## config.mk

```make
export PLATFORM = sky130hd
export DESIGN_NAME = i2c_eeprom_wr_front
export DESIGN_NICKNAME = d
export VERILOG_FILES = /design/src/rtl/i2cw_pkg.sv /design/src/rtl/i2cw_line_sync.sv /design/src/rtl/i2cw_byte_rx.sv /design/src/rtl/i2cw_frame_fsm.sv /design/src/rtl/i2c_eeprom_wr_front.sv
export SDC_FILE = /design/constraint.sdc
export NUM_CORES = 1
export LEC_CHECK = 0
export CORE_MARGIN = 2
export CORE_UTILIZATION = 49
export CTS_CLUSTER_DIAMETER = 120
export DETAILED_ROUTE_END_ITERATION = 8
export HOLD_SLACK_MARGIN = 0.1
export PLACE_DENSITY = 0.72
export SLEW_MARGIN = 5
export SYNTH_ARGS = -nofsm -noshare
export SYNTH_HDL_FRONTEND = slang
export SYNTH_SLANG_ARGS = --single-unit
```

## constraint.sdc

```tcl
create_clock -name clk -period 1.86 [get_ports clk]
set_input_delay 0.372 -clock clk [delete_from_list [all_inputs] [get_ports clk]]
set_output_delay 0.372 -clock clk [all_outputs]
set_load 0.02 [all_outputs]
```

## src/rtl/i2cw_pkg.sv

```systemverilog
package i2cw_pkg;
  typedef enum logic [2:0] {
    ST_IDLE,
    ST_CTRL,
    ST_ADDR_HI,
    ST_ADDR_LO,
    ST_DATA
  } wr_state_e;
endpackage

```

## src/rtl/i2cw_line_sync.sv

```systemverilog
module i2cw_line_sync #(
  parameter int SYNC_STAGES = 2
) (
  input  logic clk,
  input  logic rst,
  input  logic scl_in,
  input  logic sda_in,
  output logic sda_bit,
  output logic scl_rise,
  output logic scl_fall,
  output logic start_det,
  output logic stop_det
);
  localparam int PW = SYNC_STAGES + 1;

  logic [PW-1:0] scl_pipe;
  logic [PW-1:0] sda_pipe;

  // bus idles high, so reset the pipes to ones
  always_ff @(posedge clk) begin
    if (rst) begin
      scl_pipe <= '1;
      sda_pipe <= '1;
    end else begin
      scl_pipe <= {scl_pipe[PW-2:0], scl_in};
      sda_pipe <= {sda_pipe[PW-2:0], sda_in};
    end
  end

  logic scl_now, scl_old, sda_now, sda_old;
  assign scl_now = scl_pipe[PW-2];
  assign scl_old = scl_pipe[PW-1];
  assign sda_now = sda_pipe[PW-2];
  assign sda_old = sda_pipe[PW-1];

  assign sda_bit   = sda_now;
  assign scl_rise  = scl_now & ~scl_old;
  assign scl_fall  = ~scl_now & scl_old;
  assign start_det = scl_now & scl_old & sda_old & ~sda_now;
  assign stop_det  = scl_now & scl_old & ~sda_old & sda_now;
endmodule

```

## src/rtl/i2cw_byte_rx.sv

```systemverilog
module i2cw_byte_rx #(
  parameter int DATA_W = 8
) (
  input  logic              clk,
  input  logic              rst,
  input  logic              restart,
  input  logic              sda_bit,
  input  logic              scl_rise,
  input  logic              scl_fall,
  output logic              byte_ready,
  output logic              ack_end,
  output logic [DATA_W-1:0] rx_byte
);
  localparam int CNT_W = $clog2(DATA_W + 1);
  localparam logic [CNT_W-1:0] FULL = CNT_W'(DATA_W);

  logic [CNT_W-1:0] bitcnt;
  logic             in_ack;

  assign byte_ready = scl_fall && (bitcnt == FULL) && !in_ack;
  assign ack_end    = scl_fall && in_ack;

  always_ff @(posedge clk) begin
    if (rst) begin
      bitcnt  <= '0;
      in_ack  <= 1'b0;
      rx_byte <= '0;
    end else if (restart) begin
      bitcnt <= '0;
      in_ack <= 1'b0;
    end else if (scl_rise && bitcnt < FULL) begin
      rx_byte <= {rx_byte[DATA_W-2:0], sda_bit};
      bitcnt  <= bitcnt + 1'b1;
    end else if (byte_ready) begin
      in_ack <= 1'b1;
    end else if (ack_end) begin
      in_ack <= 1'b0;
      bitcnt <= '0;
    end
  end
endmodule

```

## src/rtl/i2cw_frame_fsm.sv

```systemverilog
module i2cw_frame_fsm
  import i2cw_pkg::*;
#(
  parameter int          ADDR_W   = 15,
  parameter int          PAGE_W   = 6,
  parameter int          CS_W     = 3,
  parameter logic [3:0]  DEV_CODE = 4'b1010
) (
  input  logic              clk,
  input  logic              rst,
  input  logic              start_det,
  input  logic              stop_det,
  input  logic              byte_ready,
  input  logic              ack_end,
  input  logic [7:0]        rx_byte,
  input  logic [CS_W-1:0]   cs_strap,
  input  logic              mem_busy,
  output logic              sda_oe,
  output logic              wr_valid,
  output logic [ADDR_W-1:0] wr_addr,
  output logic [7:0]        wr_data,
  output logic              commit,
  output wr_state_e         state
);
  localparam int HI_W = ADDR_W - 8;

  logic [ADDR_W-1:0] ptr;
  logic              got_data;
  logic              byte_ok;
  wr_state_e         next_ok;

  always_comb begin
    byte_ok = 1'b0;
    next_ok = ST_IDLE;
    unique case (state)
      ST_CTRL: begin
        byte_ok = (rx_byte[7:4] == DEV_CODE) && (rx_byte[3:1] == cs_strap)
                  && !rx_byte[0] && !mem_busy;
        next_ok = ST_ADDR_HI;
      end
      ST_ADDR_HI: begin byte_ok = 1'b1; next_ok = ST_ADDR_LO; end
      ST_ADDR_LO: begin byte_ok = 1'b1; next_ok = ST_DATA;    end
      ST_DATA:    begin byte_ok = 1'b1; next_ok = ST_DATA;    end
      default:    begin byte_ok = 1'b0; next_ok = ST_IDLE;    end
    endcase
  end

  always_ff @(posedge clk) begin
    if (rst) begin
      state    <= ST_IDLE;
      sda_oe   <= 1'b0;
      wr_valid <= 1'b0;
      wr_addr  <= '0;
      wr_data  <= '0;
      commit   <= 1'b0;
      ptr      <= '0;
      got_data <= 1'b0;
    end else begin
      wr_valid <= 1'b0;
      commit   <= 1'b0;
      if (start_det) begin
        state    <= ST_CTRL;
        sda_oe   <= 1'b0;
        got_data <= 1'b0;
      end else if (stop_det) begin
        commit   <= (state == ST_DATA) && got_data;
        state    <= ST_IDLE;
        sda_oe   <= 1'b0;
        got_data <= 1'b0;
      end else if (byte_ready && state != ST_IDLE) begin
        sda_oe <= byte_ok;
        unique case (state)
          ST_ADDR_HI: ptr[ADDR_W-1:8] <= rx_byte[HI_W-1:0];
          ST_ADDR_LO: ptr[7:0]        <= rx_byte;
          ST_DATA: begin
            wr_valid <= 1'b1;
            wr_addr  <= ptr;
            wr_data  <= rx_byte;
            got_data <= 1'b1;
          end
          default: ;
        endcase
      end else if (ack_end && state != ST_IDLE) begin
        sda_oe <= 1'b0;
        state  <= sda_oe ? next_ok : ST_IDLE;
        if (sda_oe && state == ST_DATA)
          ptr[PAGE_W-1:0] <= ptr[PAGE_W-1:0] + 1'b1;
      end
    end
  end
endmodule

```

## src/rtl/i2c_eeprom_wr_front.sv

```systemverilog
module i2c_eeprom_wr_front
  import i2cw_pkg::*;
#(
  parameter int         ADDR_W      = 15,
  parameter int         PAGE_W      = 6,
  parameter int         CS_W        = 3,
  parameter int         SYNC_STAGES = 2,
  parameter logic [3:0] DEV_CODE    = 4'b1010
) (
  input  logic              clk,
  input  logic              rst,
  input  logic              scl_in,
  input  logic              sda_in,
  input  logic [CS_W-1:0]   cs_strap,
  input  logic              mem_busy,
  output logic              sda_oe,
  output logic              wr_valid,
  output logic [ADDR_W-1:0] wr_addr,
  output logic [7:0]        wr_data,
  output logic              commit
);
  logic sda_bit, scl_rise, scl_fall, start_det, stop_det;
  logic byte_ready, ack_end;
  logic [7:0] rx_byte;
  wr_state_e  st;

  i2cw_line_sync #(.SYNC_STAGES(SYNC_STAGES)) u_sync (
    .clk(clk), .rst(rst), .scl_in(scl_in), .sda_in(sda_in),
    .sda_bit(sda_bit), .scl_rise(scl_rise), .scl_fall(scl_fall),
    .start_det(start_det), .stop_det(stop_det)
  );

  i2cw_byte_rx #(.DATA_W(8)) u_rx (
    .clk(clk), .rst(rst), .restart(start_det | stop_det),
    .sda_bit(sda_bit), .scl_rise(scl_rise), .scl_fall(scl_fall),
    .byte_ready(byte_ready), .ack_end(ack_end), .rx_byte(rx_byte)
  );

  i2cw_frame_fsm #(
    .ADDR_W(ADDR_W), .PAGE_W(PAGE_W), .CS_W(CS_W), .DEV_CODE(DEV_CODE)
  ) u_fsm (
    .clk(clk), .rst(rst), .start_det(start_det), .stop_det(stop_det),
    .byte_ready(byte_ready), .ack_end(ack_end), .rx_byte(rx_byte),
    .cs_strap(cs_strap), .mem_busy(mem_busy), .sda_oe(sda_oe),
    .wr_valid(wr_valid), .wr_addr(wr_addr), .wr_data(wr_data),
    .commit(commit), .state(st)
  );
endmodule

```

==> flow_summary.html <==
<table>
<tr><th>Metric</th><th>Value</th></tr>
<tr><th colspan="2">Cells and area</th></tr>
<tr><td>Fraction of final layout cells with drive strength greater than 1</td><td>~16%</td></tr>
<tr><td>Count of antenna diodes in the layout</td><td>0</td></tr>
<tr><td>Area growth from synthesis to layout</td><td>23.7%</td></tr>
<tr><td>Nets@finish</td><td>approximately 330</td></tr>
<tr><td>Post-layout instance count excluding filler cells</td><td>approximately 400</td></tr>
<tr><td>Number of filler instances in the final layout</td><td>approximately 470</td></tr>
<tr><th colspan="2">Critical path</th></tr>
<tr><td>Crit Path Max Fanout</td><td>6</td></tr>
<tr><td>Endpoint kind of the worst setup timing path</td><td>primary output</td></tr>
<tr><td>Reg-to-reg startpoint</td><td>u_rx.bitcnt[1]</td></tr>
<tr><td>Buffers &amp; Inverters on Critical Path</td><td>1</td></tr>
<tr><td>Critical path arrival</td><td>between 1 and 1.5 ns</td></tr>
<tr><td>CP Cell Sequence</td><td>clkdlybuf4s50_1</td></tr>
<tr><td>Kind of start point of the critical path</td><td>flip-flop</td></tr>
<tr><td>Critical path start-end classification</td><td>reg2out</td></tr>
<tr><td>Capture point of the worst reg-to-reg path</td><td>u_fsm.ptr[0]</td></tr>
<tr><td>Family of cells with the greatest summed delay on the critical path</td><td>buffers and inverters</td></tr>
<tr><td>Required time at the endpoint of the critical path</td><td>around 1.5 ns</td></tr>
<tr><td>Logic depth of the worst register-to-register path</td><td>6</td></tr>
<tr><td>CP max stage cell</td><td>sky130_fd_sc_hd__clkdlybuf4s50_1</td></tr>
<tr><td>Critical Path Max Stage Delay</td><td>between 0.6 and 0.7 ns</td></tr>
<tr><td>Setup slack, reg-to-reg</td><td>0.15 ns</td></tr>
<tr><th colspan="2">Yosys</th></tr>
<tr><td>Register bit total from synthesis</td><td>64</td></tr>
<tr><td>Synth top cells by count</td><td>64 x sky130_fd_sc_hd__dfxtp_1, 45 x sky130_fd_sc_hd__nor2_1, 37 x sky130_fd_sc_hd__mux2i_1</td></tr>
<tr><td>Post-synthesis compound-gate area fraction</td><td>10.4%</td></tr>
<tr><td>Share of synthesized flip-flops with an asynchronous set or reset</td><td>0%</td></tr>
<tr><td>Number of synthesized flops with an enable pin</td><td>0</td></tr>
<tr><td>Largest area contributor in the netlist</td><td>sky130_fd_sc_hd__dfxtp_1</td></tr>
<tr><td>Post-synthesis simple-gate area fraction</td><td>between 20% and 30%</td></tr>
<tr><td>Post-synthesis cell count</td><td>around 280</td></tr>
<tr><td>Synthesized cell area</td><td>about 2700 um^2</td></tr>
<tr><td>Adder-cell share of the synthesized area</td><td>between 1 and 1.5%</td></tr>
<tr><td>Most used flip-flop cell after synthesis</td><td>sky130_fd_sc_hd__dfxtp_1</td></tr>
<tr><td>Avg Cell Area, Syn</td><td>9.75 um^2</td></tr>
<tr><td>Fraction of synthesized cell area taken by the top area cell type</td><td>between 40% and 50%</td></tr>
<tr><td>Seq/Total Area, Yosys</td><td>a little under half</td></tr>
<tr><td>Dominant cells by area after synthesis</td><td>sky130_fd_sc_hd__dfxtp_1 47%, sky130_fd_sc_hd__mux2i_1 13%, sky130_fd_sc_hd__nor2_1 6.1%</td></tr>
<tr><td>Unique cell type count in the Yosys netlist</td><td>45</td></tr>
<tr><td>Share of synthesized area spent on multiplexers</td><td>between 10% and 20%</td></tr>
<tr><td>Synth Area in XOR/XNOR</td><td>1.27%</td></tr>
<tr><td>Largest family of logic cells by synthesized area</td><td>simple AND/OR/NAND/NOR gates</td></tr>
<tr><td>Synthesized netlist net count</td><td>293</td></tr>
<tr><td>Most common cell in the synthesized netlist</td><td>sky130_fd_sc_hd__dfxtp_1</td></tr>
<tr><td>Warning count from the yosys run</td><td>0</td></tr>
<tr><th colspan="2">STA</th></tr>
<tr><td>Final hold violations</td><td>0</td></tr>
<tr><td>Slew HR</td><td>a little under three quarters</td></tr>
<tr><td>RSZ-0062 raised after global routing</td><td>no</td></tr>
<tr><td>Transition time at the pin with the least slew margin</td><td>about 0.42 ns</td></tr>
<tr><td>Min cycle time layout</td><td>1.79 ns</td></tr>
<tr><td>Highest clock frequency the design can meet</td><td>between 500 and 600 MHz</td></tr>
<tr><td>Worst Skew</td><td>approximately 0.0064 ns</td></tr>
<tr><td>Sum of negative setup slack</td><td>0 ns</td></tr>
<tr><td>Part of the cycle the worst path needs</td><td>a little over nine tenths</td></tr>
<tr><td>Final setup violation count</td><td>0</td></tr>
<tr><td>Final number of max-transition violations</td><td>0</td></tr>
<tr><th colspan="2">Global route</th></tr>
<tr><td>Pin count of the biggest net entering global routing</td><td>23</td></tr>
<tr><td>Initial antenna violation count</td><td>0</td></tr>
<tr><td>Sum of overflow across all layers after global routing</td><td>0</td></tr>
<tr><td>Global Route Usage Sum</td><td>between 10% and 20%</td></tr>
<tr><td>Wire length of the first global-routing pass</td><td>9160 um</td></tr>
<tr><td>Vias in the first global route</td><td>approximately 1900</td></tr>
<tr><th colspan="2">Placement</th></tr>
<tr><td>Number of placed cells counting well taps</td><td>between 300 and 400</td></tr>
<tr><td>Post-DP HPWL</td><td>a little under 4000 um</td></tr>
<tr><td>Last weighted congestion value of the routability-driven placer</td><td>between 0.7 and 0.8</td></tr>
<tr><td>Number of buffers added on ports</td><td>33</td></tr>
<tr><th colspan="2">Clocking</th></tr>
<tr><td>Number of buffers added to fix hold violations after cts</td><td>0</td></tr>
<tr><td>CTS H-tree depth</td><td>3</td></tr>
<tr><td>Root Driver</td><td>sky130_fd_sc_hd__clkbuf_8</td></tr>
<tr><td>Number of sinks handled by clock tree synthesis</td><td>64</td></tr>
<tr><td>Clock input transition at the sequential cells of the worst setup and hold paths</td><td>around 0.07 ns</td></tr>
<tr><td>Total clock buffers created by CTS</td><td>9</td></tr>
<tr><td>TritonCTS clock tree</td><td>done</td></tr>
<tr><td>Total of cells resized after clock tree synthesis</td><td>0</td></tr>
<tr><td>Worst-case clock buffer depth</td><td>2</td></tr>
<tr><td>Post-CTS Setup Bufs</td><td>0</td></tr>
<tr><td>Clk_lat worst skew</td><td>about 0.34 ns</td></tr>
<tr><th colspan="2">Power</th></tr>
<tr><td>Worst-case vdd ir drop</td><td>769 uV</td></tr>
<tr><td>Static Leak</td><td>1.46 nW</td></tr>
<tr><td>Total power per unit cell area</td><td>approximately 830 nW/um^2</td></tr>
<tr><th colspan="2">Floorplan</th></tr>
<tr><td>Die boundary width</td><td>roughly 79 um</td></tr>
<tr><td>Overall die height</td><td>around 79 um</td></tr>
<tr><td>Core Rows</td><td>27</td></tr>
<tr><td>Effective utilization at floorplan</td><td>approximately half</td></tr>
<tr><td>Die Outline Area</td><td>a little over 6000 um^2</td></tr>
<tr><td>Io pins</td><td>34</td></tr>
<tr><td>Placeable core region</td><td>approximately 5500 um^2</td></tr>
<tr><th colspan="2">Detailed routing</th></tr>
<tr><td>Vias per std cell</td><td>5.31</td></tr>
<tr><td>Drt first pass iters</td><td>4</td></tr>
<tr><td>Drt initial violations</td><td>just over 80</td></tr>
<tr><td>Antenna-violating nets left</td><td>0</td></tr>
<tr><td>Vias post-DR</td><td>2099</td></tr>
<tr><td>Wire length per cell after detailed routing</td><td>13.8 um</td></tr>
<tr><td>Aggregate routed wire length</td><td>approximately 5500 um</td></tr>
<tr><td>DRC violations left</td><td>0</td></tr>
<tr><th colspan="2">Status</th></tr>
<tr><td>Result of the run</td><td>completed</td></tr>
<tr><th colspan="2">Worst hold path</th></tr>
<tr><td>Type of the worst min-delay path</td><td>reg2reg</td></tr>
<tr><td>Min-Delay Path Depth</td><td>1</td></tr>
<tr><td>Hold endpoint</td><td>u_sync.sda_pipe[1]</td></tr>
<tr><td>Worst Min Path Start</td><td>u_sync.sda_pipe[0]</td></tr>
<tr><th colspan="2">Job</th></tr>
<tr><td>MaxCap Viol Count</td><td>0</td></tr>
</table>
flip-flops by register name, summed over array words and instances, names as in the netlist, 3 cells and up:
name / count
u_fsm.ptr: 15
u_sync.scl_pipe: 3
u_sync.sda_pipe: 3
u_fsm.wr_data: 8
u_fsm.state: 3
u_rx.rx_byte: 8
u_rx.bitcnt: 4
u_fsm.wr_addr: 15
cells in the final DEF, fill, tap and decap left out, types with 2 or more instances in the layout:
master / synthesis / layout
sky130_fd_sc_hd__dfxtp_1: 64 / 64
sky130_fd_sc_hd__nor2_1: 45 / 45
sky130_fd_sc_hd__mux2i_1: 37 / 37
sky130_fd_sc_hd__clkdlybuf4s50_1: 0 / 32
sky130_fd_sc_hd__nand2_1: 21 / 21
sky130_fd_sc_hd__a21oi_1: 15 / 15
sky130_fd_sc_hd__clkbuf_8: 0 / 10
sky130_fd_sc_hd__or2_2: 9 / 9
sky130_fd_sc_hd__nand2b_1: 8 / 8
sky130_fd_sc_hd__inv_1: 7 / 7
sky130_fd_sc_hd__buf_4: 3 / 7
sky130_fd_sc_hd__o32ai_2: 5 / 5
sky130_fd_sc_hd__o21ai_0: 4 / 4
sky130_fd_sc_hd__nand3_1: 4 / 4
sky130_fd_sc_hd__a22oi_1: 4 / 4
sky130_fd_sc_hd__a2bb2oi_1: 3 / 3
sky130_fd_sc_hd__xnor2_1: 3 / 3
sky130_fd_sc_hd__ha_1: 3 / 3
sky130_fd_sc_hd__and3_1: 2 / 2
sky130_fd_sc_hd__nor2b_1: 2 / 2
sky130_fd_sc_hd__nand3_2: 3 / 2
sky130_fd_sc_hd__nand3b_1: 2 / 2
sky130_fd_sc_hd__nor3_1: 2 / 2
sky130_fd_sc_hd__and4b_1: 2 / 2
sky130_fd_sc_hd__clkinvlp_4: 0 / 2
sky130_fd_sc_hd__clkinv_4: 0 / 2
sky130_fd_sc_hd__bufinv_16: 0 / 2
sky130_fd_sc_hd__buf_12: 0 / 2
per-stage QoR:
step / worst slack [ns] / hold slack, ns / util, % / total power, mW / area (um^2)
after detailed placement: 0.0601 / 0.395 / 57.8 / 1.51 / 3160
final: 0.0672 / 0.409 / 62.1 / 2.83 / 3400
after CTS: 0.0537 / 0.402 / 62.0 / 2.85 / 3390
after global routing: 0.0385 / 0.422 / 62.1 / 2.92 / 3400
after floorplan: 0.205 / 0.389 / - / 1.47 / 2750
after global placement: 0.144 / 0.393 / 57.8 / 1.51 / 3160
cells by family after synthesis:
family / Yosys count
AOI/OAI and AO/OA: 37
xor gates and xnor gates: 4
adders and majority gates: 3
buffers and inverters: 24
DFF: 64
muxes: 37
and+or+nand+nor: 113
final cells by class:
type                            count  area [um^2]  share of cell area, %
Clock buffer                       10          138                   4.05
Multi-Input combinational cell    194         1360                   39.8
Tap cell                           72         90.1                   2.65
Sequential cell                    64         1280                   37.7
Inverter                            7         26.3                  0.773
Timing Repair Buffer               42          418                   12.3
Clock inverter                      6         92.6                   2.72
worst max path at each step:
stage,endpoint,start,cells after the start,slack [ns]
after CTS,u_fsm.ptr[2],u_rx.bitcnt[1],6,0.05
after floorplan,u_fsm.wr_addr[10],u_rx.bitcnt[0],8,0.21
final,sda_oe,u_fsm.sda_oe,1,0.07
after global routing,u_fsm.ptr[1],u_rx.bitcnt[1],6,0.04
after detailed placement,u_fsm.ptr[2],u_rx.bitcnt[1],6,0.06
after global placement,u_fsm.ptr[1],u_rx.bitcnt[1],6,0.14
metal layers:
layer / vias to the layer above / routed length [um] / global-route usage, %
met5: - / 0 / 0
met4: 0 / 90 / 9.66
met3: 11 / 268 / 3.41
met2: 56 / 2640 / 31.0
met1: 984 / 2460 / 24.3
li1: 1048 / - / -
where the power goes:
group	switching [mW]	internal, mW
clock	0.562	0.795
combinational	0.0476	0.0409
sequential	0.0104	1.38
total	0.620	2.21
Power figures use the tool's default switching activity.
